## src/rtl/two_phase_clkgen.sv

```systemverilog
module two_phase_clkgen #(
  parameter int RST_CYCLES = 16
) (
  input  logic osc_clk,
  input  logic por_n,
  output logic ph1,
  output logic ph2,
  output logic ph2_buf,
  output logic disp_clk,
  output logic rst_n_out
);

  localparam int CW = (RST_CYCLES < 1) ? 1 : $clog2(RST_CYCLES + 1);
  localparam logic [CW-1:0] HOLD = CW'(RST_CYCLES);

  logic [1:0]    div_q;
  logic          ph1_q, ph2_q;
  logic          sync1_q, sync2_q;
  logic [CW-1:0] hold_q;
  logic          rel_q;

  always_ff @(posedge osc_clk or negedge por_n) begin
    if (!por_n) begin
      div_q <= 2'd0;
      ph1_q <= 1'b0;
      ph2_q <= 1'b0;
    end else begin
      div_q <= div_q + 2'd1;
      ph1_q <= (div_q == 2'd3);
      ph2_q <= (div_q == 2'd1);
    end
  end

  always_ff @(posedge osc_clk or negedge por_n) begin
    if (!por_n) begin
      sync1_q <= 1'b0;
      sync2_q <= 1'b0;
      hold_q  <= '0;
      rel_q   <= 1'b0;
    end else begin
      sync1_q <= 1'b1;
      sync2_q <= sync1_q;
      if (sync2_q && hold_q != HOLD) hold_q <= hold_q + 1'b1;
      rel_q <= sync2_q && (hold_q == HOLD);
    end
  end

  assign ph1       = ph1_q;
  assign ph2       = ph2_q;
  assign ph2_buf   = ph2_q;
  assign disp_clk  = osc_clk;
  assign rst_n_out = rel_q;

endmodule


```

## config.mk

```make
export PLATFORM = sky130hd
export DESIGN_NAME = two_phase_clkgen
export DESIGN_NICKNAME = d
export VERILOG_FILES = /design/src/rtl/two_phase_clkgen.sv
export SDC_FILE = /design/constraint.sdc
export NUM_CORES = 1
export LEC_CHECK = 0
export BUFFER_PORTS_ARGS = -buffer_cell sky130_fd_sc_hd__buf_2
export CAP_MARGIN = 15
export CORE_AREA = 4 4 41 43
export DETAILED_ROUTE_END_ITERATION = 8
export DIE_AREA = 0 0 45 47
export PLACE_DENSITY = 0.57
export SLEW_MARGIN = 5
export SYNTH_ARGS = -nofsm -noshare
export SYNTH_HDL_FRONTEND = slang
export SYNTH_SLANG_ARGS = --single-unit
export TNS_END_PERCENT = 20
```

## constraint.sdc

```tcl
create_clock -name osc_clk -period 1.49 [get_ports osc_clk]
set_clock_uncertainty 0.1 [all_clocks]
set_input_delay 0.149 -clock osc_clk [delete_from_list [all_inputs] [get_ports osc_clk]]
set_output_delay 0.149 -clock osc_clk [all_outputs]
set_load 0.01 [all_outputs]
```

Yosys cells after proc, flatten, opt, wreduce, memory -nomap -nowiden
Cells that the tools add are included.
W data, S select, Z words.
{"block": "word_totals", "in_bits": 2, "word_cells": 15, "ff_bits": 12}
{"block": "op_classes", "n_eq_ne": 4, "n_addsub": 2, "n_reduce_logical": 2}
{"op": "$add A5 B1 Y5 const B", "count": 1}
{"op": "$eq A5 B5 Y1 const B", "count": 1}
{"op": "$ne A5 B5 Y1 const B", "count": 1}
{"op": "$add A2 B1 Y2 const B", "count": 1}
{"op": "$eq A2 B1 Y1 const B", "count": 1}
{"op": "$eq A2 B2 Y1 const B", "count": 1}
{"op": "$logic_and A1 B1 Y1", "count": 2}

Logic depth before layout (Yosys ltp)
Gate-level depths: netlist of the first run.
{"block": "depth", "depth_word": 2, "depth_mapped": 5, "mapped_depth_nobuf": 5}

==> results of run 1 <==
-- layout make-up --
type / count / area, µm²
clock buffers: 7 / 50.0
fillers: 128 / 681
inverters: 5 / 18.8
multi-input cells: 17 / 160
flip-flops and latches: 12 / 300
well taps: 15 / 18.8
repair buffers: 11 / 72.6
-- through the flow --
| stage | utilization | area (µm²) |
|---|---|---|
| 3_5_place_dp | 0.421 | 548 |
| 4_1_cts | 0.463 | 603 |
| 6_report | 0.477 | 621 |
| 3_3_place_gp | 0.421 | 548 |
| 5_1_grt | 0.477 | 621 |
| 2_1_floorplan | - | 492 |
-- registers in the layout, summed over array words and instances (netlist names) --
signal,cells
sync1_q,1
ph2,1
ph1,1
rst_n_out,1
div_q,2
hold_q,5
sync2_q,1
-- critical path, cell delays in order, from the launching register on --
cell and delay (ps):
sky130_fd_sc_hd__dfrtp_1 390, sky130_fd_sc_hd__inv_2 60, sky130_fd_sc_hd__ha_2 160, sky130_fd_sc_hd__and4bb_1 220
sky130_fd_sc_hd__nand2b_4 140, sky130_fd_sc_hd__mux2_4 300
-- how the worst max path moves through the flow --
| stage | slack (ps) | start | end | cells past startpoint |
|---|---|---|---|---|
| after floorplan | 30 | hold_q[0] | hold_q[1] | 5 |
| after global placement | 60 | hold_q[0] | hold_q[1] | 5 |
| after detailed placement | 40 | hold_q[0] | hold_q[1] | 5 |
| after CTS | 30 | hold_q[0] | hold_q[1] | 5 |
| after global routing | -30 | hold_q[0] | hold_q[1] | 5 |
| final | 20 | hold_q[1] | hold_q[1] | 5 |
-- cells in the mapped netlist, drive strengths merged --
cell type  count  area, µm²
and2           1       7.51
and4bb         1       12.5
buf            2       15.0
conb           1       3.75
dfrtp         12        300
ha             4       50.1
inv            5       18.8
mux2           1       15.0
nand2          1       3.75
nand2b         1       13.8
nand4          2       12.5
nor2           1       3.75
xnor2          3       26.3
xor2           1       8.76
-- layer usage --
metal,vias to the layer above,GRT usage
met5,-,0
met1,146,0.0907
met3,2,0.0575
met2,10,0.138
met4,0,0.135
li1,142,-
-- where the power goes --
group	internal [W]	switching, W	leakage, nW	total [W]
Sequential	0.000403	0.0000571	0.149	0.000460
Combinational	0.000185	0.000119	0.145	0.000305
Clock	0.000201	0.000145	0.0315	0.000346
Total	0.000789	0.000322	0.325	0.00111
-- cell families after synthesis --
| logic type | Yosys count |
|---|---|
| fa+ha+maj | 4 |
| mux | 1 |
| buf+inv | 7 |
| flops | 12 |
| simple gates | 7 |
| other cells | 1 |
| xor+xnor | 4 |
-- what timing repair did --
action,in CTS,in global routing
gates resized for setup,0,2
hold buffers,1,0
buffers inserted,0,2
hold endpoints to repair,12,0
endpoints found under the setup margin,0,1
==> impl_results.rst, run 1 <==
.. list-table::
   :header-rows: 1

   * - Metric
     - Value
   * - Number of standard-cell rows in the floorplan
     - 13
   * - Met1 Wirelength
     - 277 µm
   * - Metal2 WL
     - 405 µm
   * - DRC errors left
     - 0
   * - Die Height
     - 47 µm
   * - Reg2Reg Setup Slack
     - 20 ps
   * - Hold_ws
     - 60.5 ps
   * - Maximum number of pins on one net before global-route repair
     - 13
   * - Remaining antenna violation count after routing
     - 0
   * - Synth Area in Adders
     - 0.102
   * - Routed length per placed instance
     - 11.3 µm
   * - Clock transition time at the flip-flop clock pins of the worst setup and hold paths
     - 70 ps
   * - Vias/cell
     - 4.48
   * - Simple-gate share of the synthesized area
     - 0.109
   * - Worst slack, placed
     - 44.1 ps
   * - Run status
     - finished, final reports clean
   * - Total half-perimeter wirelength after legalization and detailed placement
     - 523 µm
   * - R2r startpoint
     - hold_q[1]
   * - Final hold violation count
     - 0
   * - Layout cells sized above 1
     - 0.423
   * - Worst path setup slack after routing
     - 15.1 ps
   * - Diodes inserted
     - 0
   * - Placer's final routability congestion estimate
     - 0.753
   * - Number of nets in the layout
     - 60
   * - Pwr per Cell Area
     - 1790 mW/mm²
   * - Synthesis-to-finish area growth
     - 26.2%
   * - Count of endpoints failing setup in the final report
     - 0
   * - Max cap viols
     - 0
   * - Violation count after the first detailed-route iteration
     - 3
   * - Vias in the first global route
     - 342
   * - Peak supply drop
     - 0.000934 V
   * - Highest clock frequency the design can meet
     - 0.678 GHz
   * - Fraction of the mapped netlist area in compound gates
     - 0
   * - Commonest non-fill, non-tap cells in the layout
     - sky130_fd_sc_hd__dfrtp_1 (12), sky130_fd_sc_hd__clkbuf_4 (6), sky130_fd_sc_hd__buf_2 (6)
   * - Commonest non-fill, non-tap cell in the layout
     - sky130_fd_sc_hd__dfrtp_1
   * - Count of cells along the worst register-to-register path
     - 5
   * - Setup crit start kind
     - register
   * - Global-route wire length before repair
     - 1310 µm
   * - Critical path fanouts, max
     - 2
   * - Overall power consumption
     - 0.00111 W
   * - Mean Syn Cell Area
     - 13.7 µm²
   * - Total Negative Setup Slacks
     - 0 ps
   * - Starting density of the core
     - 0.378
   * - Crit. End Element
     - register
   * - Vias after detailed routing
     - 300
   * - Largest family of logic cells by synthesized area
     - simple AND/OR/NAND/NOR gates
   * - Synthesized netlist net count
     - 42
   * - Number of iterations in the first detailed-routing pass
     - 3
   * - Port Buffers
     - 6
   * - Capturing point of the worst reg2reg path
     - hold_q[1]
   * - Sequential area share after synthesis
     - 0.611
   * - Area of the core
     - 0.00130 mm²
   * - XOR/XNOR share of the synthesized area
     - 0.0712
   * - Post-route clock period utilization
     - 0.990
   * - Crit path required time
     - 1660 ps
   * - Final Critical Period
     - 1470 ps
   * - Top-level I/O count
     - 7
   * - Total congestion overflow after global routing
     - 0
   * - YS warnings
     - 0
   * - Synth unique cells
     - 14
   * - Unrepaired setup endpoints after global routing
     - true
   * - Share of synthesized area spent on multiplexers
     - 0.0305
   * - Number of antenna violations at the first check in global routing
     - 0
   * - Clock insertion delay at the later pin of the skew report
     - 380 ps
   * - Number of instances in the placed design
     - 58
   * - Type of the tightest min-delay check
     - in2async
   * - Final non-filler cell total
     - 67
   * - Count of mapped cells out of synthesis
     - 36
   * - Critical path class
     - reg2reg
   * - Leak
     - 0.325 nW
   * - Top metal layer carrying routed signals
     - met4
   * - CP arrival
     - 1640 ps
   * - Detailed route wirelength on metal3
     - 61 µm
   * - CTS tree
     - built
   * - Total standard cell area after synthesis
     - 492 µm²
   * - Post-synthesis register bit count
     - 12
   * - Combined global-route utilization of all metal layers
     - 0.100
   * - Routed WL
     - 755 µm
   * - Horizontal extent of the die
     - 45 µm
   * - Count of final max-slew check failures
     - 0
   * - DIE AREA
     - 0.00212 mm²
(Power assumes the default switching activity.)
==> run 2, diff against run 1 <==
==> constraint.sdc (replaced) <==
create_clock -name osc_clk -period 1.49 [get_ports osc_clk]
set_clock_uncertainty 0.1 [all_clocks]
set_input_delay 0 -clock osc_clk [delete_from_list [all_inputs] [get_ports osc_clk]]
set_output_delay 0 -clock osc_clk [all_outputs]
set_load 0.01 [all_outputs]
==> impl_results.rst, run 2 (synthesis results as in run 1) <==
.. list-table::
   :header-rows: 1

   * - Metric
     - Value
   * - Layout cells sized above 1
     - 0.415 (-0.00798)
   * - Synthesis-to-finish area growth
     - 28.2%
   * - Utilization after layout
     - 0.485 (+0.00769)
   * - Total Negative Setup Slacks
     - 0 ps (unchanged)
   * - CTS tree
     - built
   * - Placer's final routability congestion estimate
     - 0.753 (unchanged)
   * - Number of antenna violations at the first check in global routing
     - 0 (unchanged)
   * - Highest clock frequency the design can meet
     - 0.678 GHz (unchanged)
   * - Final hold violation count
     - 0 (unchanged)
   * - Top register by number of flip-flops
     - hold_q
   * - DIE AREA
     - 0.00212 mm² (unchanged)
   * - Commonest non-fill, non-tap cell in the layout
     - sky130_fd_sc_hd__dfrtp_1
   * - Post-route clock period utilization
     - 0.990 (about the same)
   * - Slew HR
     - 0.655
   * - Number of nets in the layout
     - 61 (+1.7%)
   * - Commonest non-fill, non-tap cells in the layout
     - sky130_fd_sc_hd__dfrtp_1 (12), sky130_fd_sc_hd__clkbuf_4 (6), sky130_fd_sc_hd__buf_2 (6)
   * - Routed length per placed instance
     - 11.2 µm (-0.43%)
   * - CP arrival
     - 1640 ps (about the same)
   * - DRC errors left
     - 0 (unchanged)
   * - Combined global-route utilization of all metal layers
     - 0.101 (+0.000803)
   * - Diodes inserted
     - 0 (unchanged)
   * - Crit. End Element
     - register
   * - Tightest Pin Transition
     - 515 ps
   * - Fillcell total
     - 127 (-0.78%)
   * - Starting density of the core
     - 0.378 (unchanged)
   * - Routed WL
     - 763 µm (+1.1%)
   * - Final design instance area without fill
     - 631 µm² (+1.6%)
   * - Overall power consumption
     - 0.00111 W (+0.20%)
   * - Top-level I/O count
     - 7 (unchanged)
   * - Remaining antenna violation count after routing
     - 0 (unchanged)
   * - Peak supply drop
     - 0.000929 V (-0.56%)
   * - Total half-perimeter wirelength after legalization and detailed placement
     - 523 µm (unchanged)
   * - Critical path class
     - reg2reg
   * - Pwr per Cell Area
     - 1760 mW/mm² (-1.4%)
   * - Critical path fanouts, max
     - 2 (unchanged)
   * - Final non-filler cell total
     - 68 (+1.5%)
   * - Vias in the first global route
     - 347 (+1.5%)
   * - Vias/cell
     - 4.46 (-0.49%)
   * - Unrepaired setup endpoints after global routing
     - true
   * - Type of the tightest min-delay check
     - clk2out
   * - Port Buffers
     - 6 (unchanged)
   * - Vias after detailed routing
     - 303 (+1.0%)
   * - Leak
     - 0.330 nW (+1.3%)
   * - Number of iterations in the first detailed-routing pass
     - 3 (unchanged)
   * - Largest registers ranked by flip-flop count
     - hold_q x5, div_q x2
   * - Post-DP Area
     - 548 µm² (unchanged)
   * - Die Height
     - 47 µm (unchanged)
   * - Clock insertion delay at the later pin of the skew report
     - 380 ps (about the same)
   * - Global-route wire length before repair
     - 1320 µm (+0.99%)
   * - Crit path required time
     - 1660 ps (about the same)
   * - Max cap viols
     - 0 (unchanged)
   * - Total congestion overflow after global routing
     - 0 (unchanged)
   * - Clock transition time at the flip-flop clock pins of the worst setup and hold paths
     - 70 ps (about the same)
   * - Count of final max-slew check failures
     - 0 (unchanged)
   * - Horizontal extent of the die
     - 45 µm (unchanged)
   * - Count of endpoints failing setup in the final report
     - 0 (unchanged)
   * - Flip-flop count of the largest register after layout
     - 5 (unchanged)
   * - Maximum number of pins on one net before global-route repair
     - 13 (unchanged)
   * - Number of instances in the placed design
     - 58 (unchanged)
   * - Number of standard-cell rows in the floorplan
     - 13 (unchanged)
   * - Violation count after the first detailed-route iteration
     - 3 (unchanged)
   * - Area of the core
     - 0.00130 mm² (unchanged)
   * - Final Critical Period
     - 1470 ps (-0.000300 ps)
   * - Setup crit start kind
     - register
   * - Run status
     - finished, final reports clean
[run 2: cell types whose count changed in the layout (fill, tap and decap cells not counted)]
cell                            before  now
sky130_fd_sc_hd__dlygate4sd3_1       1    2
[run 2: area by class of cell]
class	count	area (µm²)	area share
timing repair buffer	12	82.6	0.131
inverter	5	18.8	0.0298
clock buffer	7	50.0	0.0794
tap	15	18.8	0.0298
multi-input combinational	17	160	0.254
sequential	12	300	0.476
[run 2: worst paths after layout]
check | from | end | slack (ps) | cells after the start
hold / removal | osc_clk | disp_clk | 220 | 3
min in group asynchronous | por_n | ph2 | 540 | 3
setup reg to reg | hold_q[1] | hold_q[1] | 20 | 5
setup / recovery | hold_q[1] | hold_q[1] | 20 | 5
max in group asynchronous | por_n | sync2_q | 400 | 3
hold reg to reg | sync1_q | sync2_q | 250 | 0
[run 2: timing repair]
item / in CTS / in global routing
hold endpoints to repair: 12 / 0
setup endpoints to repair: 0 / 1
gates resized for setup: 0 / 2
buffers inserted: 0 / 2
hold buffers: 2 / 0
[run 2: through the flow]
stage / worst slack, ps / hold WS (ps)
global route: -28.1 / 242
detailed placement: 44.1 / -212
CTS: 27.5 / 237
global placement: 64.1 / -221
finish: 15.1 / 223
floorplan: 31.8 / -396
[run 2: worst max-delay path: stages, from the launching register on]
cell	delay [ps]
sky130_fd_sc_hd__dfrtp_1	390
sky130_fd_sc_hd__inv_2	60
sky130_fd_sc_hd__ha_2	160
sky130_fd_sc_hd__and4bb_1	220
sky130_fd_sc_hd__nand2b_4	140
sky130_fd_sc_hd__mux2_4	300
[run 2: power breakdown]
group | internal [W] | switching [W]
Sequential | 0.000403 | 0.0000572
Combinational | 0.000187 | 0.000120
Clock | 0.000201 | 0.000146
Total | 0.000790 | 0.000322
[run 2: metal layers]
metal | global-route usage | wire (µm) | up-vias
met1 | 0.0907 | 284 | 147
met2 | 0.141 | 407 | 10
met5 | 0 | 0 | -
li1 | - | - | 144
met3 | 0.0575 | 61 | 2
met4 | 0.135 | 10 | 0
